`config.mk`:
```
export PLATFORM = sky130hd
export DESIGN_NAME = echo_rotbuf
export DESIGN_NICKNAME = d
export VERILOG_FILES = /design/src/rtl/echo_rotbuf_pkg.sv /design/src/rtl/ebuf_ctrl.sv /design/src/rtl/ebuf_col.sv /design/src/rtl/ebuf_data_cols.sv /design/src/rtl/ebuf_filt.sv /design/src/rtl/echo_rotbuf.sv
export SDC_FILE = /design/constraint.sdc
export NUM_CORES = 1
export LEC_CHECK = 0
export CORE_MARGIN = 3
export CORE_UTILIZATION = 32
export DETAILED_ROUTE_END_ITERATION = 8
export HOLD_SLACK_MARGIN = 0.1
export PLACE_DENSITY = 0.59
export SYNTH_ARGS = -nofsm -noshare
export SYNTH_HDL_FRONTEND = slang
export SYNTH_SLANG_ARGS = --single-unit
```
`constraint.sdc`:
```
create_clock -name clk -period 19.65 [get_ports clk]
set_clock_uncertainty 0.05 [all_clocks]
set_input_delay 1.965 -clock clk [delete_from_list [all_inputs] [get_ports clk]]
set_output_delay 1.965 -clock clk [all_outputs]
set_load 0.005 [all_outputs]
```
`src/rtl/echo_rotbuf_pkg.sv`:
```
package echo_rotbuf_pkg;

  localparam int DEF_COLS  = 8;
  localparam int DEF_DEPTH = 16;

  // width of an index over n items, never below one bit
  function automatic int idx_w(input int n);
    return (n > 1) ? $clog2(n) : 1;
  endfunction

  // filter column aligned to data slot k for write pointer wp
  function automatic int rot_index(input int k, input int wp, input int n);
    return (k >= wp) ? (k - wp) : (k + n - wp);
  endfunction

endpackage

```
`src/rtl/ebuf_ctrl.sv`:
```
module ebuf_ctrl
  import echo_rotbuf_pkg::*;
#(
  parameter int NCOL  = DEF_COLS,
  parameter int DEPTH = DEF_DEPTH,
  localparam int CW   = idx_w(NCOL),
  localparam int RW   = idx_w(DEPTH)
) (
  input  logic          clk,
  input  logic          rst_n,
  input  logic          echo_wr,
  input  logic          rng_shift,
  output logic [CW-1:0] wr_slot,
  output logic [RW-1:0] range_pos,
  output logic          shift_go
);

  localparam logic [CW-1:0] SLOT_LAST = CW'(NCOL - 1);
  localparam logic [RW-1:0] ROW_LAST  = RW'(DEPTH - 1);

  logic [RW-1:0] bit_cnt_q, bit_cnt_d;
  logic [CW-1:0] slot_q, slot_d;
  logic [RW-1:0] rng_q, rng_d;

  always_comb begin
    bit_cnt_d = bit_cnt_q;
    slot_d    = slot_q;
    rng_d     = rng_q;
    if (echo_wr) begin
      rng_d = '0;
      if (bit_cnt_q == ROW_LAST) begin
        bit_cnt_d = '0;
        slot_d    = (slot_q == SLOT_LAST) ? '0 : slot_q + 1'b1;
      end else begin
        bit_cnt_d = bit_cnt_q + 1'b1;
      end
    end else if (rng_shift) begin
      rng_d = (rng_q == ROW_LAST) ? '0 : rng_q + 1'b1;
    end
  end

  always_ff @(posedge clk or negedge rst_n) begin
    if (!rst_n) begin
      bit_cnt_q <= '0;
      slot_q    <= '0;
      rng_q     <= '0;
    end else begin
      bit_cnt_q <= bit_cnt_d;
      slot_q    <= slot_d;
      rng_q     <= rng_d;
    end
  end

  assign wr_slot   = slot_q;
  assign range_pos = rng_q;
  assign shift_go  = rng_shift & ~echo_wr;

  AST_SLOT_HOLD: assert property (@(posedge clk) disable iff (!rst_n)
    !echo_wr |=> $stable(wr_slot));
  AST_SLOT_BOUND: assert property (@(posedge clk) disable iff (!rst_n)
    wr_slot <= SLOT_LAST);
  AST_RANGE_CLEAR: assert property (@(posedge clk) disable iff (!rst_n)
    echo_wr |=> (range_pos == '0));
  AST_RANGE_HOLD: assert property (@(posedge clk) disable iff (!rst_n)
    (!echo_wr && !rng_shift) |=> $stable(range_pos));

endmodule

```
`src/rtl/ebuf_col.sv`:
```
module ebuf_col
  import echo_rotbuf_pkg::*;
#(
  parameter int DEPTH = DEF_DEPTH
) (
  input  logic             clk,
  input  logic             rst_n,
  input  logic             wr_en,
  input  logic             wr_bit,
  input  logic             rot_en,
  output logic [DEPTH-1:0] q
);

  logic [DEPTH-1:0] col_q, col_d;

  always_comb begin
    col_d = col_q;
    if (wr_en) begin
      col_d = {wr_bit, col_q[DEPTH-1:1]};
    end else if (rot_en) begin
      col_d = {col_q[0], col_q[DEPTH-1:1]};
    end
  end

  always_ff @(posedge clk or negedge rst_n) begin
    if (!rst_n) begin
      col_q <= '0;
    end else if (wr_en || rot_en) begin
      col_q <= col_d;
    end
  end

  assign q = col_q;

endmodule

```
`src/rtl/ebuf_data_cols.sv`:
```
module ebuf_data_cols
  import echo_rotbuf_pkg::*;
#(
  parameter int NCOL  = DEF_COLS,
  parameter int DEPTH = DEF_DEPTH,
  localparam int CW   = idx_w(NCOL),
  localparam int RW   = idx_w(DEPTH)
) (
  input  logic            clk,
  input  logic            rst_n,
  input  logic            echo_wr,
  input  logic            echo_bit,
  input  logic [CW-1:0]   wr_slot,
  input  logic            shift_go,
  input  logic [RW-1:0]   row_sel,
  output logic [NCOL-1:0] data_row
);

  logic [DEPTH-1:0] col_q [NCOL];

  for (genvar k = 0; k < NCOL; k++) begin : g_col
    logic wr_en_k;
    assign wr_en_k = echo_wr && (wr_slot == CW'(k));

    ebuf_col #(.DEPTH(DEPTH)) u_col (
      .clk    (clk),
      .rst_n  (rst_n),
      .wr_en  (wr_en_k),
      .wr_bit (echo_bit),
      .rot_en (shift_go),
      .q      (col_q[k])
    );

    assign data_row[k] = col_q[k][row_sel];

    AST_OTHER_COL_KEEP: assert property (@(posedge clk) disable iff (!rst_n)
      (echo_wr && (wr_slot != CW'(k))) |=> $stable(col_q[k]));
    AST_ROTATE_KEEPS_ONES: assert property (@(posedge clk) disable iff (!rst_n)
      (shift_go && !echo_wr) |=> ($countones(col_q[k]) == $countones($past(col_q[k]))));
    AST_IDLE_COL_KEEP: assert property (@(posedge clk) disable iff (!rst_n)
      (!echo_wr && !shift_go) |=> $stable(col_q[k]));
  end

endmodule

```
`src/rtl/ebuf_filt.sv`:
```
module ebuf_filt
  import echo_rotbuf_pkg::*;
#(
  parameter int NCOL  = DEF_COLS,
  parameter int DEPTH = DEF_DEPTH,
  localparam int CW   = idx_w(NCOL),
  localparam int RW   = idx_w(DEPTH),
  localparam int FBITS = NCOL * DEPTH
) (
  input  logic             clk,
  input  logic             rst_n,
  input  logic             filt_load,
  input  logic [FBITS-1:0] filt_data,
  input  logic [CW-1:0]    wr_slot,
  input  logic [RW-1:0]    row_sel,
  output logic [NCOL-1:0]  filt_row
);

  logic [FBITS-1:0] coef_q, coef_d;

  always_comb begin
    coef_d = coef_q;
    if (filt_load) begin
      coef_d = filt_data;
    end
  end

  always_ff @(posedge clk or negedge rst_n) begin
    if (!rst_n) begin
      coef_q <= '0;
    end else if (filt_load) begin
      coef_q <= coef_d;
    end
  end

  // rotating alignment: slot k reads filter column (k - wr_slot) mod NCOL
  always_comb begin
    for (int k = 0; k < NCOL; k++) begin
      filt_row[k] = coef_q[rot_index(k, int'(wr_slot), NCOL) * DEPTH + int'(row_sel)];
    end
  end

  AST_FILT_HOLD: assert property (@(posedge clk) disable iff (!rst_n)
    !filt_load |=> $stable(coef_q));
  AST_FILT_TAKE: assert property (@(posedge clk) disable iff (!rst_n)
    filt_load |=> (coef_q == $past(filt_data)));

endmodule

```
`src/rtl/echo_rotbuf.sv`:
```
module echo_rotbuf
  import echo_rotbuf_pkg::*;
#(
  parameter int NCOL  = DEF_COLS,
  parameter int DEPTH = DEF_DEPTH,
  localparam int CW   = idx_w(NCOL),
  localparam int RW   = idx_w(DEPTH)
) (
  input  logic                  clk,
  input  logic                  rst_n,
  input  logic                  echo_wr,
  input  logic                  echo_bit,
  input  logic                  rng_shift,
  input  logic                  filt_load,
  input  logic [NCOL*DEPTH-1:0] filt_data,
  input  logic [RW-1:0]         row_sel,
  output logic [NCOL-1:0]       data_row,
  output logic [NCOL-1:0]       filt_row,
  output logic [CW-1:0]         wr_slot,
  output logic [RW-1:0]         range_pos
);

  logic [1:0] rst_sync_q;
  logic       rst_n_s;
  logic       shift_go;

  // asynchronous assertion, synchronous release
  always_ff @(posedge clk or negedge rst_n) begin
    if (!rst_n) begin
      rst_sync_q <= 2'b00;
    end else begin
      rst_sync_q <= {rst_sync_q[0], 1'b1};
    end
  end
  assign rst_n_s = rst_sync_q[1];

  ebuf_ctrl #(.NCOL(NCOL), .DEPTH(DEPTH)) u_ctrl (
    .clk       (clk),
    .rst_n     (rst_n_s),
    .echo_wr   (echo_wr),
    .rng_shift (rng_shift),
    .wr_slot   (wr_slot),
    .range_pos (range_pos),
    .shift_go  (shift_go)
  );

  ebuf_data_cols #(.NCOL(NCOL), .DEPTH(DEPTH)) u_data (
    .clk      (clk),
    .rst_n    (rst_n_s),
    .echo_wr  (echo_wr),
    .echo_bit (echo_bit),
    .wr_slot  (wr_slot),
    .shift_go (shift_go),
    .row_sel  (row_sel),
    .data_row (data_row)
  );

  ebuf_filt #(.NCOL(NCOL), .DEPTH(DEPTH)) u_filt (
    .clk       (clk),
    .rst_n     (rst_n_s),
    .filt_load (filt_load),
    .filt_data (filt_data),
    .wr_slot   (wr_slot),
    .row_sel   (row_sel),
    .filt_row  (filt_row)
  );

  AST_SHIFT_BLOCKED: assert property (@(posedge clk) disable iff (!rst_n_s)
    echo_wr |-> !shift_go);

endmodule

```
## Yosys cells after proc, flatten, opt, wreduce, memory -nomap -nowiden

Index checks and enable logic that the tools add are counted.

- Bits in registers: 269
- Input bits: 138
- Output and inout port bits: 23

- Add/sub/neg operators: 26
- $lt $le $gt $ge: 16
- Eq/ne operators: 9
- Mux-type cells: 68
- Bitwise operators: 2
- Reduce and logical (&&, ||, !) cells: 35

Operators with widths:

| kind | number |
|---|---|
| adder 32 x 5 -> 32 bit | 8 |
| less-than comparator 32 x 9 -> 1 bit (second input constant) | 8 |
| 2-to-1 mux 16 bit | 16 |
| 2-to-1 mux 28 bit | 7 |
| binary-select mux 1 bit (select 7 bit) | 8 |
| subtractor 4 x 3 -> 5 bit (first input constant) | 7 |
| binary-select mux 1 bit (select 4 bit) | 8 |
| 2-to-1 mux 1 bit | 24 |
| AND reduction 2 bit | 9 |
| nonzero test 2 bit | 9 |
| 2-to-1 mux 4 bit | 4 |
| subtractor 3 x 3 -> 4 bit (first input constant) | 4 |
| equality test 3 bit (second input constant) | 4 |
| >= comparator 3 bit (first input constant) | 3 |
| adder 4 x 1 -> 4 bit (second input constant) | 2 |
| equality test 4 bit (second input constant) | 2 |
| logical AND 1 bit | 8 |
| logical OR 1 bit | 8 |
| subtractor 1 x 3 -> 4 bit (first input constant) | 2 |
| subtractor 2 x 3 -> 4 bit (first input constant) | 2 |
| equality test 3 x 2 -> 1 bit (second input constant) | 2 |
| >= comparator 1 x 3 -> 1 bit (first input constant) | 2 |
| >= comparator 2 x 3 -> 1 bit (first input constant) | 2 |
| less-than comparator 4 x 5 -> 1 bit (second input constant) | 1 |
| other kinds (6) | 6 |

## Logic depth before layout (Yosys ltp)

- Word-level depth: 6
- Mapped depth: 7
- Mapped depth without buffers: 5

## Modules after synthesis

From an unflattened synthesis, not the netlist that was laid out.

- Cells, all modules: 985
- Area total of the unflattened synthesis: 14154.8 um^2

By module, submodules not included:

| module | times used | cells an instance | area each (um^2) |
|---|---|---|---|
| ebuf_filt | 1 | 445 | 6332.3 |
| ebuf_col | 8 | 51 | 769.5 |
| ebuf_data_cols | 1 | 83 | 1081.0 |
| ebuf_ctrl | 1 | 46 | 531.8 |
| echo_rotbuf | 1 | 3 | 53.8 |

## Least setup slack after synthesis

OpenSTA, ideal clock, no wires.

- Path type: input to output
- Start point: in row_sel[0]
- End point: out data_row[0]
- Arrival time: 4.018 ns
- Required time: 17.635 ns
- Path slack: 13.617 ns
- Stages: 5
- Path buffers: 3
- Path through: clkbuf_1 -> buf_1 -> buf_2 -> mux4_2 -> mux4_2

- Longest elaborated chain between the ends: 2

Ends and longest elaborated chain:

| what | line | RTL |
|---|---|---|
| from (decl) | echo_rotbuf.sv:16 | `input logic [RW-1:0] row_sel,` |
| binary-select mux 1 bit (select 4 bit) | ebuf_data_cols.sv:34 | `assign data_row[k] = col_q[k][row_sel];` |
| 2-to-1 mux 1 bit (not written as such) | ebuf_data_cols.sv:34 |  |
| to (decl) | echo_rotbuf.sv:17 | `output logic [NCOL-1:0] data_row,` |

Every way passes these cells. The select of a mux whose other input is x is not followed.

## Worst setup path in the final report

- Start point: in row_sel[2]
- End point: out filt_row[2]

- Longest elaborated chain between the ends: 4

Ends and longest elaborated chain:

| what | line | RTL |
|---|---|---|
| adder 32 x 5 -> 32 bit | ebuf_filt.sv:39 | `filt_row[k] = coef_q[rot_index(k, int'(wr_slot), NCOL) * DEPTH + int'(row_sel)];` |
| binary-select mux 1 bit (select 7 bit) | ebuf_filt.sv:39 |  |
| 2-to-1 mux 1 bit (not written as such) (2 in a row) | ebuf_filt.sv:39 |  |
| to (decl) | echo_rotbuf.sv:18 | `output logic [NCOL-1:0] filt_row,` |

Every way passes these cells. The select of a mux whose other input is x is not followed.

==> flow_metrics.env <==
export IMPL_cts_resized=0
export IMPL_r2r_end="u_data.g_col[2].u_col.q[2]$_DFFE_PN0P_"
export IMPL_synth_fp_nets=911
export IMPL_critPathMaxStageDelay_ps=670
export IMPL_synth_top_cell_area_share_pct=53.6
export IMPL_yosys_register_bits=269
export IMPL_post_cts_buffers=0
export IMPL_critPathSlowestCell="buf_4"
export IMPL_power_density_nw_per_um2=109
export IMPL_hold_viol_final=0
export IMPL_startpoint="row_sel[2]"
export IMPL_final_nets=1065
export IMPL_port_buffers=160
export IMPL_crit_family="multiplexers"
export IMPL_routed_via_density=4.96
export IMPL_r2r_start="u_ctrl.wr_slot[0]$_DFFE_PN0P_"
export IMPL_grt_pass1_vias=7798
export IMPL_async_reset_ff_share_pct=100
export IMPL_crit_type="input port to output pin"
export IMPL_antenna_found_initial=2
export IMPL_period_minus_slack_ps=7220
export IMPL_regArea_sq_um=6740
export IMPL_leakagePower_uw=0.00643
export IMPL_status="finished, final reports clean"
export IMPL_vias=7176
export IMPL_routedWlPerCell_um=19.2
export IMPL_r2r_slack_ps=16700
export IMPL_max_freq_mhz=139
export IMPL_drtIter0Drc=304
export IMPL_seq_area_frac_synth_pct=53.6
export IMPL_postCtsHoldBufs=0
export IMPL_rsz0062_at_grt="no"
export IMPL_cp_arrival_ps=5200
export IMPL_synth_cells=761
export IMPL_cts_buffers=29
export IMPL_multiInputGateArea_sq_um=5580
export IMPL_synth_top_area_cell="dfrtp_1"
export IMPL_worst_slew_pin_slew_ps=1170
export IMPL_syn2layout_area_growth_pct=23.8
export IMPL_cp_required_ps=17640
export IMPL_wl_mm=27.8
export IMPL_clockRootBuffer="clkbuf_16"
export IMPL_start_util_pct=32.9
export IMPL_clock_path_buffers=3
export IMPL_path_clk_slew_ps=60
export IMPL_synth_area_sq_um=12600
export IMPL_synthTopCellsByArea="dfrtp_1 54%, mux2_2 23%, mux4_2 17%, ha_1 1.2%, clkbuf_1 1.1%"
export IMPL_crit_top_cell="mux4_2"
export IMPL_grt_usage_pct=13.5
export IMPL_hold_path_class="flip-flop to async pin"
export IMPL_yosysMostFrequentCell="dfrtp_1"
export IMPL_cts_max_level=1
export IMPL_synth_edf_count=0
export IMPL_synth_cell_type_count=28
export IMPL_cp_start_kind="input port"
export IMPL_cp_num_buf_inv=3
export IMPL_crit_fanout=40
export IMPL_rr_worst_depth=5
export IMPL_rows=71
export IMPL_overflow=0
export IMPL_io_pins=161
export IMPL_place_inst=1395
export IMPL_endpoint_kind="output pin"
export IMPL_final_util_pct=40.7
export IMPL_netlist_top_cells_count="269 x dfrtp_1, 261 x mux2_2, 92 x mux4_2"
export IMPL_die_area_sq_um=41600
export IMPL_n_fill_cell=3575
export IMPL_gp_routability_congestion=0.709
export IMPL_peakVddDrop_mv=0.0674
export IMPL_grt_max_degree=93
export IMPL_path_cells="buf_2 -> buf_4 -> mux4_2 -> mux4_2 -> mux2_2 -> mux4_2 -> clkdlybuf4s50_1"
export IMPL_drive_above_1_share_pct=44.1
export IMPL_fin_cells=1446
export IMPL_cts_tree="done"
export IMPL_slew_viol_final=0
export IMPL_finalSetupViolCount=0
export IMPL_die_h_um=204
export IMPL_fp_dieW_um=204
export IMPL_tns_ps=0
export IMPL_maxCapViolations=0
export IMPL_grt_first_pass_wirelength_mm=44.4
export IMPL_period_share_pct=36.7
export IMPL_ys_warn_count=0
export IMPL_worst_skew_pair_late_latency_ps=550
export IMPL_avgSynthCellArea_sq_um=16.5
export IMPL_synthFlopType="dfrtp_1"
export IMPL_antenna_left=0
export IMPL_coreArea_sq_um=38200
export IMPL_relSlewSlack_pct=21.9
export IMPL_hpwl_mm=18.7
export IMPL_cts_sinks=269
export IMPL_firstDrtPassIters=6
export IMPL_drc=0
[layout by cell type, fill, tap and decap left out, types with 5 or more instances in the layout]
master and n:
a21oi_1 11, clkbuf_8 5, dfrtp_1 268, clkbuf_16 29
nor2_1 5, mux2i_1 6, nand2_1 16, nor2b_1 5
buf_4 13, clkbuf_1 9, mux2_2 261, mux4_2 92
clkdlybuf4s50_1 155, ha_1 12
[report_power, final]
group	total, uW	internal [uW]	switching [uW]	leakage, uW
clock network	518	303	216	0.000443
registers	762	673	88.8	0.00333
logic	407	272	135	0.00265
total	1690	1250	439	0.00643
[kinds of logic after synthesis]
family / Yosys count / synth area share [%]
buffers and inverters: 54 / 1.94
adder cells (fa/ha/maj): 12 / 1.20
AO/OA/AOI/OAI: 26 / 1.22
XOR/XNOR: 3 / 0.209
other: 1 / 0.0299
AND/OR/NAND/NOR: 37 / 1.38
multiplexers: 359 / 40.4
flip-flops: 269 / 53.6
[flip-flops by register name (all words and copies together) (netlist names)]
signal	cells
u_filt.coef_q	128
u_ctrl.wr_slot	3
u_data.g_col.u_col.q	128
u_ctrl.range_pos	4
rst_sync_q	2
u_ctrl.bit_cnt_q	4
[area by class of cell]
cell class              instances  share of cell area (%)
multi-input cells             438                    35.9
well taps                     511                    4.11
clock inverters                 7                   0.435
flip-flops and latches        269                    43.3
diodes                          1                  0.0161
clock buffers                  43                    5.33
repair buffers                172                    10.7
inverters                       5                   0.121
[metrics by stage]
stage | total power (uW) | hold WS (ps) | instance area [sq um] | setup WS, ps
floorplan | 1030 | 281 | 12600 | 11550
global placement | 1180 | 289 | 14600 | 12390
detailed placement | 1190 | 299 | 14600 | 12350
CTS | 1720 | 313 | 15500 | 12360
global route | 1780 | 314 | 15500 | 12280
finish | 1690 | 307 | 15500 | 12430
[worst max path at each step]
stage	to	slack [ps]	cells past startpoint
global placement	filt_row[2]	12390	7
finish	filt_row[2]	12430	7
CTS	filt_row[2]	12360	7
floorplan	u_ctrl.bit_cnt_q[0]$_DFFE_PN0P_	11550	0
global route	filt_row[2]	12280	7
detailed placement	filt_row[2]	12350	7
[per-layer routing]
layer  up-vias  track usage, %  wire (um)
met5         -               0         13
met4         2            3.12        504
met3        37            2.55       1370
met2       168            20.8      12600
met1      3765            19.9      13300
li1       3204               -          -
(Power assumes the default switching activity.)
